### src/rtl/rx_chain_pkg.sv
package rx_chain_pkg;
  // strobes from control to datapath
  typedef struct packed {
    logic loadA;    // new result into visible slot
    logic loadB;    // new result into held slot
    logic promote;  // held slot moves to visible slot
    logic dropA;    // visible slot acknowledged
  } rxqStrobe_t;
endpackage

### src/rtl/rx_chain_ctrl.sv
module rx_chain_ctrl
  import rx_chain_pkg::*;
#(
  parameter int GAP_CYC = 25
) (
  input  logic       clk,
  input  logic       rstN,
  input  logic       cmdEnRx,
  input  logic       cmdDisRx,
  input  logic       cmdClrInt,
  input  logic       rxStart,
  input  logic       rxDone,
  input  logic       aValid,
  input  logic       bValid,
  output rxqStrobe_t strb,
  output logic [1:0] pendCount,
  output logic       rxActive,
  output logic       overflow
);
  localparam int GW = $clog2(GAP_CYC + 1);
  localparam logic [GW-1:0] GAP_LOAD = GW'(GAP_CYC - 1);

  logic [1:0]    qCnt, qCntNxt;
  logic          busy, busyNxt;
  logic          ovf, ovfNxt;
  logic [GW-1:0] gapCnt;
  logic          gapBusy, doneOk, startOk, clrOk, dropNew;

  assign gapBusy = (gapCnt != '0);
  assign doneOk  = rxDone && busy;
  assign startOk = rxStart && !busy && (qCnt != 2'd0);
  assign clrOk   = cmdClrInt && aValid;

  always_comb begin
    strb.dropA   = clrOk;
    strb.promote = !aValid && !gapBusy && bValid;
    strb.loadA   = doneOk && !aValid && !gapBusy && !bValid;
    strb.loadB   = doneOk && !strb.loadA && (!bValid || strb.promote);
    dropNew      = doneOk && !strb.loadA && !strb.loadB;
  end

  always_comb begin
    qCntNxt = qCnt;
    busyNxt = busy;
    ovfNxt  = ovf || dropNew;
    if (doneOk) begin
      qCntNxt = qCntNxt - 2'd1;
      busyNxt = 1'b0;
    end
    if (startOk) busyNxt = 1'b1;
    if (cmdDisRx && (qCntNxt > {1'b0, busyNxt})) qCntNxt = qCntNxt - 2'd1;
    if (cmdEnRx) begin
      if (qCntNxt < 2'd2) qCntNxt = qCntNxt + 2'd1;
      else ovfNxt = 1'b1;
    end
  end

  always_ff @(posedge clk) begin
    if (!rstN) begin
      qCnt   <= '0;
      busy   <= 1'b0;
      ovf    <= 1'b0;
      gapCnt <= '0;
    end else begin
      qCnt <= qCntNxt;
      busy <= busyNxt;
      ovf  <= ovfNxt;
      if (clrOk)        gapCnt <= GAP_LOAD;
      else if (gapBusy) gapCnt <= gapCnt - GW'(1);
    end
  end

  assign pendCount = qCnt;
  assign rxActive  = busy;
  assign overflow  = ovf;

  // queue depth bounded, active entry always counted
  a_r2_depth: assert property (@(posedge clk) disable iff (!rstN) qCnt <= 2'd2);
  a_r2_busy_counted: assert property (@(posedge clk) disable iff (!rstN) busy |-> qCnt != 2'd0);
  // overflow is sticky
  a_r10_sticky: assert property (@(posedge clk) disable iff (!rstN) ovf |=> ovf);
  // full queue ignores another enable
  a_r10_full_ignored: assert property (@(posedge clk) disable iff (!rstN)
    (cmdEnRx && qCnt == 2'd2 && !rxDone && !cmdDisRx) |=> (qCnt == 2'd2 && ovf));
  // gap counter runs only after an acknowledgement
  a_r7_gap_loaded: assert property (@(posedge clk) disable iff (!rstN)
    clrOk |=> gapBusy || (GAP_CYC == 1));
endmodule

### src/rtl/rx_chain_dp.sv
module rx_chain_dp
  import rx_chain_pkg::*;
#(
  parameter int STW = 8
) (
  input  logic           clk,
  input  logic           rstN,
  input  rxqStrobe_t     strb,
  input  logic [STW-1:0] rxStatus,
  output logic           aValid,
  output logic           bValid,
  output logic [STW-1:0] statusOut
);
  logic [STW-1:0] aData, bData;

  always_ff @(posedge clk) begin
    if (!rstN) begin
      aValid <= 1'b0;
      bValid <= 1'b0;
      aData  <= '0;
      bData  <= '0;
    end else begin
      if (strb.dropA) aValid <= 1'b0;
      if (strb.promote) begin
        aValid <= 1'b1;
        aData  <= bData;
        bValid <= 1'b0;
      end
      if (strb.loadA) begin
        aValid <= 1'b1;
        aData  <= rxStatus;
      end
      if (strb.loadB) begin
        bValid <= 1'b1;
        bData  <= rxStatus;
      end
    end
  end

  assign statusOut = aData;

  // visible result stays until acknowledged
  a_r4_hold: assert property (@(posedge clk) disable iff (!rstN)
    (aValid && !strb.dropA) |=> (aValid && $stable(aData)));
  // held result is not disturbed before promotion
  a_r6_held: assert property (@(posedge clk) disable iff (!rstN)
    (bValid && !strb.promote) |=> (bValid && $stable(bData)));
  // a captured result becomes visible next cycle
  a_r3_capture: assert property (@(posedge clk) disable iff (!rstN)
    strb.loadA |=> aValid);
  a_r6_strobes_excl: assert property (@(posedge clk) disable iff (!rstN)
    !(strb.loadA && strb.promote));
endmodule

### src/rtl/rx_chain_status.sv
module rx_chain_status
  import rx_chain_pkg::*;
#(
  parameter int STW     = 8,
  parameter int GAP_CYC = 25
) (
  input  logic           clk,
  input  logic           rstN,
  input  logic           cmdEnRx,
  input  logic           cmdDisRx,
  input  logic           cmdClrInt,
  input  logic           rxIntEn,
  input  logic           rxStart,
  input  logic           rxDone,
  input  logic [STW-1:0] rxStatus,
  output logic [STW-1:0] statusOut,
  output logic           rxCompl,
  output logic           rxIrq,
  output logic [1:0]     pendCount,
  output logic           rxActive,
  output logic           overflow
);
  rxqStrobe_t strb;
  logic aValid, bValid;

  rx_chain_ctrl #(.GAP_CYC(GAP_CYC)) uCtrl (
    .clk(clk), .rstN(rstN), .cmdEnRx(cmdEnRx), .cmdDisRx(cmdDisRx),
    .cmdClrInt(cmdClrInt), .rxStart(rxStart), .rxDone(rxDone),
    .aValid(aValid), .bValid(bValid), .strb(strb),
    .pendCount(pendCount), .rxActive(rxActive), .overflow(overflow)
  );

  rx_chain_dp #(.STW(STW)) uDp (
    .clk(clk), .rstN(rstN), .strb(strb), .rxStatus(rxStatus),
    .aValid(aValid), .bValid(bValid), .statusOut(statusOut)
  );

  assign rxCompl = aValid;
  assign rxIrq   = aValid && rxIntEn;

  // acknowledgement drops the flag on the following cycle
  a_r7_clear_drops: assert property (@(posedge clk) disable iff (!rstN)
    (cmdClrInt && rxCompl) |=> !rxCompl);
  // clear with nothing visible leaves the flag low
  a_r11_idle_clear: assert property (@(posedge clk) disable iff (!rstN)
    (cmdClrInt && !rxCompl && !rxDone && !bValid) |=> !rxCompl);
endmodule

### config.mk
export PLATFORM = sky130hd
export DESIGN_NAME = rx_chain_status
export DESIGN_NICKNAME = d
export VERILOG_FILES = /design/src/rtl/rx_chain_pkg.sv /design/src/rtl/rx_chain_ctrl.sv /design/src/rtl/rx_chain_dp.sv /design/src/rtl/rx_chain_status.sv
export SDC_FILE = /design/constraint.sdc
export NUM_CORES = 1
export LEC_CHECK = 0
export BUFFER_PORTS_ARGS = -buffer_cell sky130_fd_sc_hd__buf_2
export CAP_MARGIN = 20
export CELL_PAD_IN_SITES_DETAIL_PLACEMENT = 1
export CELL_PAD_IN_SITES_GLOBAL_PLACEMENT = 1
export CORE_UTILIZATION = 36
export CTS_BUF_LIST = sky130_fd_sc_hd__clkbuf_2
export CTS_CLUSTER_DIAMETER = 40
export DETAILED_ROUTE_END_ITERATION = 7
export PLACE_DENSITY = 0.79
export SYNTH_ARGS = -nofsm -noshare
export SYNTH_HDL_FRONTEND = slang
export SYNTH_SLANG_ARGS = --single-unit
### constraint.sdc
create_clock -name clk -period 2.1 [get_ports clk]
set_input_delay 0.42 -clock clk [delete_from_list [all_inputs] [get_ports clk]]
set_output_delay 0.42 -clock clk [all_outputs]
set_load 0.01 [all_outputs]
======== Yosys cells after proc, flatten, opt, wreduce, memory -nomap -nowiden ========
Cells that the tools add are included.
operators by class
  add/subtract/negate cells ............... 4
  order comparisons ....................... 2
  mux-type cells .......................... 17
  bitwise logic cells ..................... 1
  reduce and logical (&&, ||, !) cells .... 29
operator list
  operator               count
  $mux W8                2
  $logic_and A1 B1 Y1    14
  $mux W5                2
  $mux W1                9
  $mux W2                4
  $reduce_bool A2 Y1     4
  $logic_not A1 Y1       6
  $reduce_bool A5 Y1     1
  $sub A5 B1 Y5 const B  1
  $sub A2 B1 Y2 const B  2
  $reduce_bool A3 Y1     1
  $add A2 B1 Y2 const B  1
  $gt A2 B1 Y1           1
  $logic_or A1 B1 Y1     2
  $lt A2 B2 Y1 const B   1
  $reduce_or A2 Y1       1
  $not A1 Y1             1
word-level totals
  bits in registers ....................... 27
  input port bits ......................... 16
  output and inout bits ................... 14
  word-level logic and storage cells ...... 62

======== Depth between registers and ports, before layout ========
  depth in word-level cells ............... 12
  mapped depth ............................ 13
  gate-level depth less buffers ........... 13

======== Cells and area by module ========
A second synthesis with hierarchy kept.
unflattened totals
  cells, all modules ...................... 136
  area, all modules ....................... 1390.1 um^2
modules (own cells, without submodules)
  module           instances  cells each  area each (um^2)  sequential area each (um^2)
  rx_chain_dp      1          66          799.5             360.3
  rx_chain_ctrl    1          69          584.3             180.2
  rx_chain_status  1          1           6.3               0.0

======== Worst setup path after synthesis ========
Ideal clock, no wire load.
  path kind ............................... flip-flop to flip-flop
  from .................................... register uCtrl.qCnt[0], in the netlist uCtrl.pendCount[0]
  to ...................................... register uCtrl.qCnt[0], in the netlist uCtrl.pendCount[0]
  library setup time ...................... 0.122 ns
  arrival time ............................ 2.181 ns
  data required time ...................... 1.978 ns
  setup slack ............................. -0.203 ns
  cell stages (with the launch flop) ...... 14
  path buffers ............................ 0
  period minus slack after synthesis ...... 2.303 ns
  path through ............................ dfxtp_1 inv_1 ha_1 nor2_1 nand2_1 o21ai_0 ha_1 o21a_1 o21ai_0 and3_1 nor2_1 ha_1 nand2_1 o311a_1
on the way
  cells in the longest elaborated chain, start to end .. 9
  elaborated cells between the ends (all ways) .. 13
  classes of those cells .................. add/sub (3); order compare (2); mux (5); reduce/logical (3)
ends and longest elaborated chain
  what                                           line                 RTL
  from (decl)                                    rx_chain_ctrl.sv:23  logic [1:0] qCnt, qCntNxt;
  from (signal assigned)                         rx_chain_ctrl.sv:65  qCnt <= qCntNxt;
  $reduce_bool A2 Y1 (*)                         rx_chain_ctrl.sv:31  assign startOk = rxStart && !busy && (qCnt != 2'd0);
  $logic_and A1 B1 Y1 (*)                        rx_chain_ctrl.sv:31
  $mux W1 (*)                                    rx_chain_ctrl.sv:50  if (startOk) busyNxt = 1'b1;
  via uCtrl.busyNxt                              rx_chain_ctrl.sv:24  logic busy, busyNxt;
  $gt A2 B1 Y1 (*)                               rx_chain_ctrl.sv:51  if (cmdDisRx && (qCntNxt > {1'b0, busyNxt})) qCntNxt = qCntNxt - 2'd1;
  $logic_and A1 B1 Y1 (*)                        rx_chain_ctrl.sv:51
  $mux W2 (*)                                    rx_chain_ctrl.sv:51
  $add A2 B1 Y2 or $lt A2 B2 Y1 (tied branches)  rx_chain_ctrl.sv:53  if (qCntNxt < 2'd2) qCntNxt = qCntNxt + 2'd1;
  $mux W2                                        rx_chain_ctrl.sv:53
  $mux W2 (*)                                    rx_chain_ctrl.sv:52  if (cmdEnRx) begin
The timed path passes the listed nets; every way through them passes the cells marked *.
A chain may end at the register's enable or synchronous reset.

======== Worst setup path in the final report ========
  from .................................... register uCtrl.qCnt[0], in the netlist uCtrl.pendCount[0]
  to ...................................... register uCtrl.qCnt[0], in the netlist uCtrl.pendCount[0]
on the way
  cells in the longest elaborated chain, start to end .. 9
  elaborated cells between the ends (all ways) .. 13
  classes of those cells .................. add/sub (3); order compare (2); mux (5); reduce/logical (3)
ends and longest elaborated chain
  what                                                   line
  branches (longest 5 deep; another with $sub A2 B1 Y2)  -
  $mux W2 (*)                                            rx_chain_ctrl.sv:51
  $add A2 B1 Y2 or $lt A2 B2 Y1 (tied branches)          rx_chain_ctrl.sv:53
  $mux W2                                                rx_chain_ctrl.sv:53
  $mux W2 (*)                                            rx_chain_ctrl.sv:52
Mark *: on every way between the ends.

==> summary.txt <==
OUTCOME
--------------------------------------------------------------------------------
Status                                                              finished, violations left
Violated checks                                                     setup timing

TIMING
--------------------------------------------------------------------------------
Headroom to the max-slew limit                                            62.31%
Final Cycle Share                                                         105.5%
Number of failing hold endpoints at the final stage                            0
Time the worst path needs with I/O delays and setup                     2.216 ns
Setup violators final                                                          2
Achievable Freq                                                        451.2 MHz
Worst Clk Skew                                                        0.01007 ns
Least setup slack across all paths after layout                       -0.1162 ns
RSZ-0062 raised after global routing                                        true
Max Transition Viols Final                                                     0
Sum of negative setup slack                                           -0.1420 ns
Worst Max-Slew Pin Slew                                                0.5654 ns

PLACE
--------------------------------------------------------------------------------
Half-perimeter wire length after placement                               2584 um
Number of input and output port buffers inserted                              29
Number of cells in the design after placement                                240
Routability-driven placement congestion ratio                             0.7194
Place WS                                                              -0.1774 ns

POWER AND IR DROP
--------------------------------------------------------------------------------
Total leakage power                                                    0.7192 nW
Power density over cell area                                        1183 mW/mm^2
Worst voltage drop across the vdd grid                                 0.4679 mV
Power after layout                                                    0.002069 W

FINISH
--------------------------------------------------------------------------------
Final core area utilization                                               51.21%
Final standard cell count with taps included and fillers excluded            254
# fillers                                                                    444
Most common cell after layout, fill and taps aside                  sky130_fd_sc_hd__nand2_1
Commonest cells after routing, fill and taps aside                  41 x sky130_fd_sc_hd__nand2_1, 30 x sky130_fd_sc_hd__buf_2, 23 x sky130_fd_sc_hd__dfxtp_1
Fin nets                                                                     229
Area growth from synthesis to layout                                      32.76%
Layout cell share with drive strength beyond 1                            34.62%
Final antenna diode count                                                      0
Area taken by multi-input logic gates                                779.5 sq um
Combined flip-flop and latch cell area                               548.0 sq um

YOSYS
--------------------------------------------------------------------------------
Cells after Synth                                                            162
Number of warnings issued by yosys                                             0
Number of storage elements in the synthesis netlist                           27
Yosys cell types                                                              34
Syn_nets                                                                     182
Cell Area, Synth                                                    0.001318 sq mm
Portion of the post-synthesis area used by sequential elements            41.03%
Synthesized area per cell                                            8.133 sq um

CRITICAL PATH
--------------------------------------------------------------------------------
Startpoint kind of the worst setup timing path                              flop
Critical path type                                                  flop to flop
Arr. time, crit path                                                     2.53 ns
Critical Path RT                                                         2.41 ns
Setup crit start                                                    uCtrl.pendCount[0]
Critical Path Fanout Max                                                       7
Type of element capturing the critical path                                 flop
Reg2Reg Setup Slack                                                     -0.12 ns
Worst R2R Start                                                     uCtrl.pendCount[0]

WORST HOLD PATH
--------------------------------------------------------------------------------
Worst hold-check path type                                          input pin to flop
Startpoint of the lowest-slack hold path                             rxStatus[7]

DETAILED ROUTING
--------------------------------------------------------------------------------
Residual DRC count                                                             0
Iteration count of the initial detailed-routing pass                           4
Vias                                                                        1323
Antenna-violating nets left                                                    0
Number of DRC markers in iteration 0                                          43
Total Routed Length                                                      3747 um
DR WL/cell                                                              14.75 um
Number of vias per cell                                                    5.209

DIE
--------------------------------------------------------------------------------
Top-level I/O count                                                           30
Row Count                                                                     21
Effective utilization at floorplan                                        38.57%
Total Die Area                                                      0.003906 sq mm
Core Area                                                           0.003416 sq mm
Die Y                                                                   62.50 um
Die Wd                                                                  62.50 um

GRT
--------------------------------------------------------------------------------
Number of antenna violations at the first check in global routing              0
Wire length of the first global-routing pass                             6030 um
Via count of the first global-routing pass                                  1352
Tot GR Track Use                                                          19.49%
Pin count of the biggest net entering global routing                          37
Overflow left after global routing                                             0

CLOCK TREE
--------------------------------------------------------------------------------
Total CTS buffers                                                              3
Clock-pin transition on the worst setup and hold timing paths            0.27 ns
Clock Sinks                                                                   27
H-tree levels                                                                  1
Quantity of hold-fixing buffers added after cts                                0
Clock Root Buffer                                                   sky130_fd_sc_hd__clkbuf_2
Buffers from clock root to sink, at most                                       2
CTS tree                                                                    done
Clock latency reported for the late side of the worst-skew pair          0.39 ns

RUN
--------------------------------------------------------------------------------
Number of maximum-capacitance constraint violations                            0

per-stage QoR:
stage / instance area (sq um) / hold WS, ns
3_5_place_dp: 1578 / 0.4579
6_report: 1749 / 0.2459
4_1_cts: 1652 / 0.2437
3_3_place_gp: 1578 / 0.4423
5_1_grt: 1749 / 0.2116
2_1_floorplan: 1328 / 0.4350
per-layer routing:
metal | global-route usage (%) | vias to the layer above | share of wire, %
li1 | - | 658 | -
met1 | 22.91 | 635 | 44
met2 | 34.92 | 23 | 52
met3 | 2.372 | 7 | 2.1
met4 | 9.012 | 0 | 1.9
met5 | 0 | - | 0
cell usage after synthesis, drive strengths merged:
cell	instances	share of area, %
nand2	41	12
dfxtp	27	41
o21ai	12	4.6
a31oi	8	3.8
mux2i	8	6.1
nor2	8	2.3
clkbuf	6	1.7
inv	6	1.7
nor3	6	3.5
a21oi	4	1.5
and2	4	1.9
ha	4	3.8
nand4	3	1.4
o21a	3	1.7
a21boi	2	1.1
buf	2	0.95
nand2b	2	0.95
o211ai	2	1.1
xnor2	2	1.3
a211oi	1	0.57
a32o	1	0.76
and3	1	0.48
maj3	1	0.76
nand3b	1	0.57
nor2b	1	0.48
nor4	1	0.95
nor4b	1	0.66
o311a	1	0.76
or3	1	0.48
or4	1	0.57
or4b	1	0.76
critical path, cell delays in order (launching register included):
cell and delay (ns):
sky130_fd_sc_hd__dfxtp_4 0.41, sky130_fd_sc_hd__buf_4 0.15, sky130_fd_sc_hd__xnor2_1 0.27, sky130_fd_sc_hd__ha_4 0.26
sky130_fd_sc_hd__o21a_1 0.19, sky130_fd_sc_hd__o21ai_2 0.14, sky130_fd_sc_hd__and3_1 0.20, sky130_fd_sc_hd__nor2_1 0.06
sky130_fd_sc_hd__ha_2 0.31, sky130_fd_sc_hd__nand2_1 0.04, sky130_fd_sc_hd__o311a_1 0.11
area by class of cell:
class | count | area share [%]
multi-input cells | 121 | 44.56
repair buffers | 50 | 18.31
well taps | 46 | 3.290
flip-flops and latches | 27 | 31.33
clock inverters | 1 | 0.3577
inverters | 6 | 1.288
clock buffers | 3 | 0.8584
where the power goes:
part	switching, W	internal [W]
logic	0.000569	0.000573
registers	0.0000850	0.000625
clock network	0.000170	0.0000464
state kept, by name, indices dropped and copies added, names as in the netlist:
| register | flops |
|---|---|
| uCtrl.gapCnt | 5 |
| uCtrl.overflow | 1 |
| uCtrl.pendCount | 2 |
| uCtrl.rxActive | 1 |
| uDp.aValid | 1 |
| uDp.bData | 8 |
| uDp.bValid | 1 |
| uDp.statusOut | 8 |
logic make-up after synthesis:
group	count (synthesis)	synth area share, %
and+or+nand+nor	72	26.69
muxes	8	6.078
DFF	27	41.03
xor gates and xnor gates	2	1.330
buffers and inverters	14	4.368
adders and majority gates	5	4.559
AOI/OAI and AO/OA	34	15.95
timing repair:
item / in CTS / in global routing
endpoints found under the hold margin: 0 / 0
endpoints found under the setup margin: 11 / 9
gates resized for setup: 6 / 11
pin swaps: 4 / 3
buffers inserted: 2 / 7
gates cloned: 0 / 1
final timing paths:
check             cells past startpoint                 end
setup / recovery                     10  uCtrl.pendCount[0]
hold / removal                        3        uDp.bData[7]
setup reg to reg                     10  uCtrl.pendCount[0]
hold reg to reg                       2        uDp.bData[3]
Power figures use the tool's default switching activity.
